==> src/rtl/lpt_pkg.sv <==
// Shared constants for the parallel port register file.
// Assumes byte registers and a 3-bit offset space.
package lpt_pkg;
    localparam int OFF_W = 3;
    localparam logic [OFF_W-1:0] OFF_DATA   = 3'd0;
    localparam logic [OFF_W-1:0] OFF_STATUS = 3'd1;
    localparam logic [OFF_W-1:0] OFF_CTRL   = 3'd2;
    localparam logic [OFF_W-1:0] OFF_EADDR  = 3'd3;
    localparam logic [OFF_W-1:0] OFF_EDATA  = 3'd4;

    localparam int CTL_DIR_BIT   = 5;
    localparam int CTL_IRQEN_BIT = 4;
    localparam int STS_IRQ_BIT   = 2;
    localparam logic [7:0] CTL_RSV_ONES  = 8'hC0;
    localparam logic [7:0] BYTE_NODATA   = 8'hFF;
    localparam logic [1:0] SIZE_BYTE     = 2'd0;
endpackage

==> src/rtl/lpt_decode.sv <==
// Address window decode.
// Produces a byte-write select, a read select, a wide-read flag and the offset.
// Assumes the window is 4 ports at base 0x3BC, otherwise 8.
module lpt_decode #(
    parameter int ADDR_W    = 16,
    parameter int BASE_ADDR = 'h378
) (
    input  logic                     acc_en,
    input  logic                     acc_wr,
    input  logic [ADDR_W-1:0]        acc_addr,
    input  logic [1:0]               acc_size,
    output logic                     sel_wr,
    output logic                     sel_rd,
    output logic                     rd_wide,
    output logic [lpt_pkg::OFF_W-1:0] off
);
    localparam logic [ADDR_W-1:0] BASE_V = ADDR_W'(BASE_ADDR);
    localparam int NPORTS = (BASE_ADDR == 'h3BC) ? 4 : 8;
    localparam logic [ADDR_W-1:0] NPORTS_V = ADDR_W'(NPORTS);

    logic [ADDR_W-1:0] diff;
    logic              in_win;

    // Window hit and offset extraction.
    always_comb begin
        diff    = acc_addr - BASE_V;
        in_win  = acc_en && (acc_addr >= BASE_V) && (diff < NPORTS_V);
        off     = diff[lpt_pkg::OFF_W-1:0];
        sel_wr  = in_win && acc_wr && (acc_size == lpt_pkg::SIZE_BYTE);
        sel_rd  = in_win && !acc_wr;
        rd_wide = acc_size != lpt_pkg::SIZE_BYTE;
    end
endmodule

==> src/rtl/lpt_ctrl_reg.sv <==
// Control register with the direction bit split out.
// A write forces bits 7:6 high and is discarded when it equals the stored value.
// Bit 5 goes to the direction flop and is never stored.
module lpt_ctrl_reg (
    input  logic       clk,
    input  logic       rst_n,
    input  logic       wr_en,
    input  logic [7:0] wdata,
    output logic [7:0] ctl_q,
    output logic       dir_rev
);
    import lpt_pkg::*;

    logic [7:0] forced;
    logic       changed;

    // Forced value and change detect.
    always_comb begin
        forced  = wdata | CTL_RSV_ONES;
        changed = wr_en && (forced != ctl_q);
    end

    // Register update on an effective write.
    always_ff @(posedge clk) begin
        if (!rst_n) begin
            ctl_q   <= CTL_RSV_ONES;
            dir_rev <= 1'b0;
        end else if (changed) begin
            ctl_q   <= forced & ~(8'h01 << CTL_DIR_BIT);
            dir_rev <= forced[CTL_DIR_BIT];
        end
    end

    // an equal-value write leaves the direction and control alone
    a_r5_equal_write_no_change: assert property (@(posedge clk) disable iff (!rst_n)
        (wr_en && ((wdata | CTL_RSV_ONES) == ctl_q)) |=> ($stable(dir_rev) && $stable(ctl_q)));

    // an effective write takes the direction from bit 5 of the written byte
    a_r6_dir_from_write: assert property (@(posedge clk) disable iff (!rst_n)
        (wr_en && ((wdata | CTL_RSV_ONES) != ctl_q)) |=> (dir_rev == $past(wdata[CTL_DIR_BIT])));
endmodule

==> src/rtl/lpt_irq.sv <==
// Level interrupt request.
// Set by an acknowledge event while enabled, cleared by a status read; set wins.
module lpt_irq (
    input  logic clk,
    input  logic rst_n,
    input  logic ack_evt,
    input  logic enable,
    input  logic clr,
    output logic irq
);
    logic set_c;

    // Set condition.
    always_comb set_c = ack_evt && enable;

    // Request flop.
    always_ff @(posedge clk) begin
        if (!rst_n)     irq <= 1'b0;
        else if (set_c) irq <= 1'b1;
        else if (clr)   irq <= 1'b0;
    end

    // a rise needs an enabled acknowledge in the previous cycle
    a_r9_rise_needs_enable: assert property (@(posedge clk) disable iff (!rst_n)
        $rose(irq) |-> ($past(ack_evt) && $past(enable)));

    // a status read without a new event drops the request
    a_r9_read_clears: assert property (@(posedge clk) disable iff (!rst_n)
        (clr && !(ack_evt && enable)) |=> !irq);
endmodule

==> src/rtl/lpt_regfile.sv <==
// Parallel port host register file, top level.
// Holds the data and enhanced-parallel registers and the registered read path.
// Assumes one access per cycle; all outputs are registered.
module lpt_regfile #(
    parameter int ADDR_W    = 16,
    parameter int BASE_ADDR = 'h378
) (
    input  logic              clk,
    input  logic              rst_n,
    input  logic              acc_en,
    input  logic              acc_wr,
    input  logic [ADDR_W-1:0] acc_addr,
    input  logic [1:0]        acc_size,
    input  logic [7:0]        acc_wdata,
    output logic              rd_valid,
    output logic [7:0]        rd_data,
    output logic              rd_unused,
    output logic [7:0]        pd_out,
    input  logic [7:0]        pd_in,
    output logic              pd_reverse,
    output logic [7:0]        ctl_out,
    input  logic [7:0]        ctl_in,
    input  logic [7:0]        st_in,
    input  logic              ack_evt,
    output logic              irq,
    output logic              epp_wr_stb,
    output logic              epp_rd_stb,
    output logic              epp_is_addr,
    output logic [7:0]        epp_wdata,
    input  logic [7:0]        epp_in
);
    import lpt_pkg::*;

    logic             sel_wr, sel_rd, rd_wide;
    logic [OFF_W-1:0] off;
    logic             ctl_wr, sts_rd, epp_wr, epp_rd;
    logic [7:0]       rd_mux;
    logic [7:0]       sts_view;

    lpt_decode #(.ADDR_W(ADDR_W), .BASE_ADDR(BASE_ADDR)) u_dec (
        .acc_en(acc_en), .acc_wr(acc_wr), .acc_addr(acc_addr), .acc_size(acc_size),
        .sel_wr(sel_wr), .sel_rd(sel_rd), .rd_wide(rd_wide), .off(off)
    );

    // Per-register access selects.
    always_comb begin
        ctl_wr = sel_wr && (off == OFF_CTRL);
        sts_rd = sel_rd && !rd_wide && (off == OFF_STATUS);
        epp_wr = sel_wr && (off == OFF_EADDR || off == OFF_EDATA);
        epp_rd = sel_rd && !rd_wide && (off == OFF_EADDR || off == OFF_EDATA);
    end

    lpt_ctrl_reg u_ctl (
        .clk(clk), .rst_n(rst_n), .wr_en(ctl_wr), .wdata(acc_wdata),
        .ctl_q(ctl_out), .dir_rev(pd_reverse)
    );

    lpt_irq u_irq (
        .clk(clk), .rst_n(rst_n), .ack_evt(ack_evt), .enable(ctl_out[CTL_IRQEN_BIT]),
        .clr(sts_rd), .irq(irq)
    );

    // Read value selection.
    always_comb begin
        sts_view = st_in;
        sts_view[STS_IRQ_BIT] = irq;
        if (rd_wide) rd_mux = BYTE_NODATA;
        else begin
            case (off)
                OFF_DATA:   rd_mux = pd_reverse ? pd_in : pd_out;
                OFF_STATUS: rd_mux = sts_view;
                OFF_CTRL:   rd_mux = ctl_in | CTL_RSV_ONES;
                OFF_EADDR,
                OFF_EDATA:  rd_mux = epp_in;
                default:    rd_mux = BYTE_NODATA;
            endcase
        end
    end

    // Data latch, enhanced-parallel handoff and read response.
    always_ff @(posedge clk) begin
        if (!rst_n) begin
            pd_out      <= 8'h00;
            rd_valid    <= 1'b0;
            rd_data     <= 8'h00;
            rd_unused   <= 1'b0;
            epp_wr_stb  <= 1'b0;
            epp_rd_stb  <= 1'b0;
            epp_is_addr <= 1'b0;
            epp_wdata   <= 8'h00;
        end else begin
            rd_valid   <= sel_rd;
            epp_wr_stb <= epp_wr;
            epp_rd_stb <= epp_rd;
            if (sel_wr && off == OFF_DATA) pd_out <= acc_wdata;
            if (sel_rd) begin
                rd_data   <= rd_mux;
                rd_unused <= rd_wide;
            end
            if (epp_wr) epp_wdata <= acc_wdata;
            if (epp_wr || epp_rd) epp_is_addr <= (off == OFF_EADDR);
        end
    end

    // a wide write touches neither data, control nor the handoff
    a_r2_wide_write_dropped: assert property (@(posedge clk) disable iff (!rst_n)
        (acc_en && acc_wr && acc_size != SIZE_BYTE) |=>
        ($stable(pd_out) && $stable(ctl_out) && !epp_wr_stb));

    // write and read strobes never overlap
    a_r10_strobes_exclusive: assert property (@(posedge clk) disable iff (!rst_n)
        !(epp_wr_stb && epp_rd_stb));
endmodule

==> config.mk <==
export PLATFORM = sky130hd
export DESIGN_NAME = lpt_regfile
export DESIGN_NICKNAME = d
export VERILOG_FILES = /design/src/rtl/lpt_pkg.sv /design/src/rtl/lpt_decode.sv /design/src/rtl/lpt_ctrl_reg.sv /design/src/rtl/lpt_irq.sv /design/src/rtl/lpt_regfile.sv
export SDC_FILE = /design/constraint.sdc
export NUM_CORES = 1
export LEC_CHECK = 0
export ABC_AREA = 1
export BUFFER_PORTS_ARGS = -buffer_cell sky130_fd_sc_hd__buf_2
export CORE_MARGIN = 3
export CORE_UTILIZATION = 45
export DETAILED_ROUTE_END_ITERATION = 16
export GPL_ROUTABILITY_DRIVEN = 0
export PLACE_DENSITY = 0.78
export SLEW_MARGIN = 10
export SYNTH_ARGS = -nofsm -noshare
export SYNTH_HDL_FRONTEND = slang
export SYNTH_SLANG_ARGS = --single-unit
==> constraint.sdc <==
create_clock -name clk -period 3 [get_ports clk]
set_input_delay 0.3 -clock clk [delete_from_list [all_inputs] [get_ports clk]]
set_output_delay 0.3 -clock clk [all_outputs]
set_load 0.02 [all_outputs]
==> reports/qor.csv <==
stage;metric;value;unit
logic_synthesis;post-synthesis register bit count;36;
layout;# diodes;0;
place;Post-DP Area;2580;um^2
clocking;post-CTS resize count;0;
hold_path;cell depth of the worst hold path;3;
hold_path;Worst Hold Class;input pin to flop;
worst_setup_path;r2r setup slk;1.55;ns
sta;RSZ-0062 raised after global routing;false;
global_routing;met1 Usage GRT;0.263;
outcome;run status;finished, final reports clean;
clocking;CTS root buf;clkbuf_8;
global_routing;grt met3 use;0.0561;
die;Initial Util;0.477;
layout;commonest non-fill, non-tap cell in the layout;nand2_1;
worst_setup_path;R2R depth;5;
sta;setup_tns;0;ns
die;die extent in x;74.7;um
drt;routed len/inst;11.3;um
sta;fmax;539;MHz
job;max_cap viols;0;
global_routing;GRT Resource Usage Total;0.198;
sta;final worst-path cycle share;0.618;
hold_path;Min-Delay Endpoint;pd_out[7];
layout;synth-to-layout area growth;26.0;%
die;I/O pins;102;
drt;drt total wl;5470;um
drt;DR DRC count;0;
layout;share of layout cells above drive strength 1;0.269;
worst_setup_path;data required time of the worst path;3.16;ns
pwr;Max IR drop VDD;0.352;mV
die;Die ar.;5580;um^2
logic_synthesis;top_reg_cell synth;dfxtp_1;
worst_setup_path;CP Launch Type;input pin;
layout;Finished Layout Cells;483;
die;Core Footprint;4440;um^2
worst_setup_path;critical path capture point type;flop;
drt;Iteration-0 DRC Markers;142;
pwr;Final Power;0.958;mW
clocking;hold_buf cts;0;
global_routing;total gr overflow;0;
logic_synthesis;FFs w/ async S/R, synth;0;
logic_synthesis;cell count after synthesis;338;
global_routing;vias in the first global route;1940;
layout;final instance area;2670;um^2
place;Placed Instances;475;
clocking;number of buffers created by CTS;5;
logic_synthesis;Synth warnings;0;
place;port bufs;95;
layout;final net count;494;
layout;commonest cells after routing, fill and taps aside;nand2_1, buf_2, nor2_1;
drt;drt via density;4.71;
die;site row count;24;
hold_path;hold path start;acc_wdata[7];
global_routing;initial antenna violation count;0;
sta;final count of hold timing violations;0;
clocking;CTS sink count;36;
global_routing;busiest grt layer;met2;
layout;FILL cells;441;
place;HPWL Detailed;4310;um
sta;Final Max Tran Viols;0;
die;die height;74.7;um
global_routing;M2 GR Usage;0.328;
logic_synthesis;register area share after synthesis;0.340;
pwr;pwr/cell area;358;nW/um^2
sta;Worst Skew;0.0105;ns
drt;Via Count;2276;
clocking;Reg clk slew, reported paths;0.07;ns
global_routing;first-pass GRT wire length;8700;um
pwr;Lkg Pwr;1.52;nW
clocking;H-tree depth;2;
drt;First-pass DRT Iterations;5;
worst_setup_path;crit path DAT;2.01;ns
logic_synthesis;Mean Syn Cell Area;6.28;um^2
logic_synthesis;Syn Std Cell Area;2120;um^2
logic_synthesis;Post-synth EDFFs;0;
worst_setup_path;Reg2Reg Capture Point;rd_data[6];
clocking;TritonCTS clock tree;built;
layout;Util after Layout;0.602;
sta;setup violators final;0;
clocking;setup bufs post-CTS;0;
drt;Routed Antenna Nets;0;
clocking;Clk Latency, worst-skew pair;0.28;ns
global_routing;largest net degree at the start of global routing;34;
sta;max_slew headroom;0.357;
sta;slew at the pin with the worst max-slew slack;0.956;ns
worst_setup_path;critical path class;input pin to flop;
logic_synthesis;synth unique cells;30;
clocking;CTS max path bufs;2;
worst_setup_path;RR Startpoint;u_ctl.dir_rev;
sta;minimum clock period;1.85;ns
worst_setup_path;crit path max fanout;10;
[stage by stage]
| step | worst slack [ns] | hold slack [ns] |
|---|---|---|
| final | 1.15 | 0.259 |
| after global routing | 0.908 | 0.247 |
| after CTS | 1.14 | 0.259 |
| after detailed placement | 0.839 | 0.493 |
| after global placement | 0.869 | 0.481 |
| after floorplan | 1.18 | 0.435 |
[cells in the mapped netlist, drive strengths merged, types with 2 or more instances]
master	instances	area share
xnor2	2	0.0083
nand4	7	0.028
nand3	17	0.058
inv	41	0.073
a21oi	16	0.040
o21ai	20	0.047
nor3	2	0.0047
buf	8	0.032
a22oi	4	0.014
conb	2	0.0035
dfxtp	36	0.34
nand2	100	0.18
nor2	73	0.14
clkbuf	4	0.012
[state kept, by name, indices dropped and copies added (netlist names)]
name and count:
rd_data 8, rd_unused 1, u_ctl.dir_rev 1, u_irq.irq 1
epp_wdata 8, epp_rd_stb 1, u_ctl.ctl_q 5, epp_wr_stb 1
rd_valid 1, pd_out 8, epp_is_addr 1
[critical path, cell delays in order]
cell and delay (ns):
buf_2 0.12, ha_1 0.29, nor2_1 0.10, nand3_1 0.06
nor2_1 0.08, nand2_1 0.05, nor2_1 0.17, nand3_4 0.12
nor2_8 0.18, nand2_1 0.10, inv_2 0.14, nand2_1 0.08
inv_2 0.14, a21oi_1 0.09
[area by class of cell]
class / count / area [um^2] / share of cell area
multi-input combinational: 249 / 1150 / 0.431
sequential: 36 / 721 / 0.270
timing repair buffer: 96 / 483 / 0.181
inverter: 42 / 158 / 0.0590
clock buffer: 7 / 86.3 / 0.0323
tap: 52 / 65.1 / 0.0243
clock inverter: 1 / 7.51 / 0.00281
[worst max path at each step]
stage / start / end / slack, ns / cells past startpoint
detailed placement: acc_addr[3] / rd_data[1] / 0.84 / 14
CTS: acc_addr[3] / rd_data[1] / 1.14 / 14
finish: acc_addr[3] / rd_data[1] / 1.15 / 14
floorplan: acc_addr[3] / rd_data[0] / 1.18 / 13
global placement: acc_addr[3] / rd_data[1] / 0.87 / 14
global route: acc_addr[3] / rd_data[1] / 0.91 / 14
[routing by layer]
metal / up-vias / share of wire
met3: 4 / 0.079
li1: 1232 / -
met1: 967 / 0.45
met2: 73 / 0.46
met5: - / 0
met4: 0 / 0.0069
[power breakdown]
group          leakage, nW  switching [mW]  internal (mW)
Sequential           0.290      0.00000786          0.477
Combinational         1.19          0.0745         0.0505
Clock               0.0445           0.169          0.187
Total                 1.52           0.244          0.715
[cell families (layout without fill, tap and decap cells)]
kind of cell	Yosys count	count (layout)	synth area share
other	2	3	0.00354
AOI/OAI and AO/OA	43	43	0.111
buffers and inverters	54	146	0.119
DFF	36	36	0.340
adders and majority gates	1	1	0.00590
xor gates and xnor gates	2	2	0.00826
and+or+nand+nor	200	200	0.413
Power figures use the tool's default switching activity.
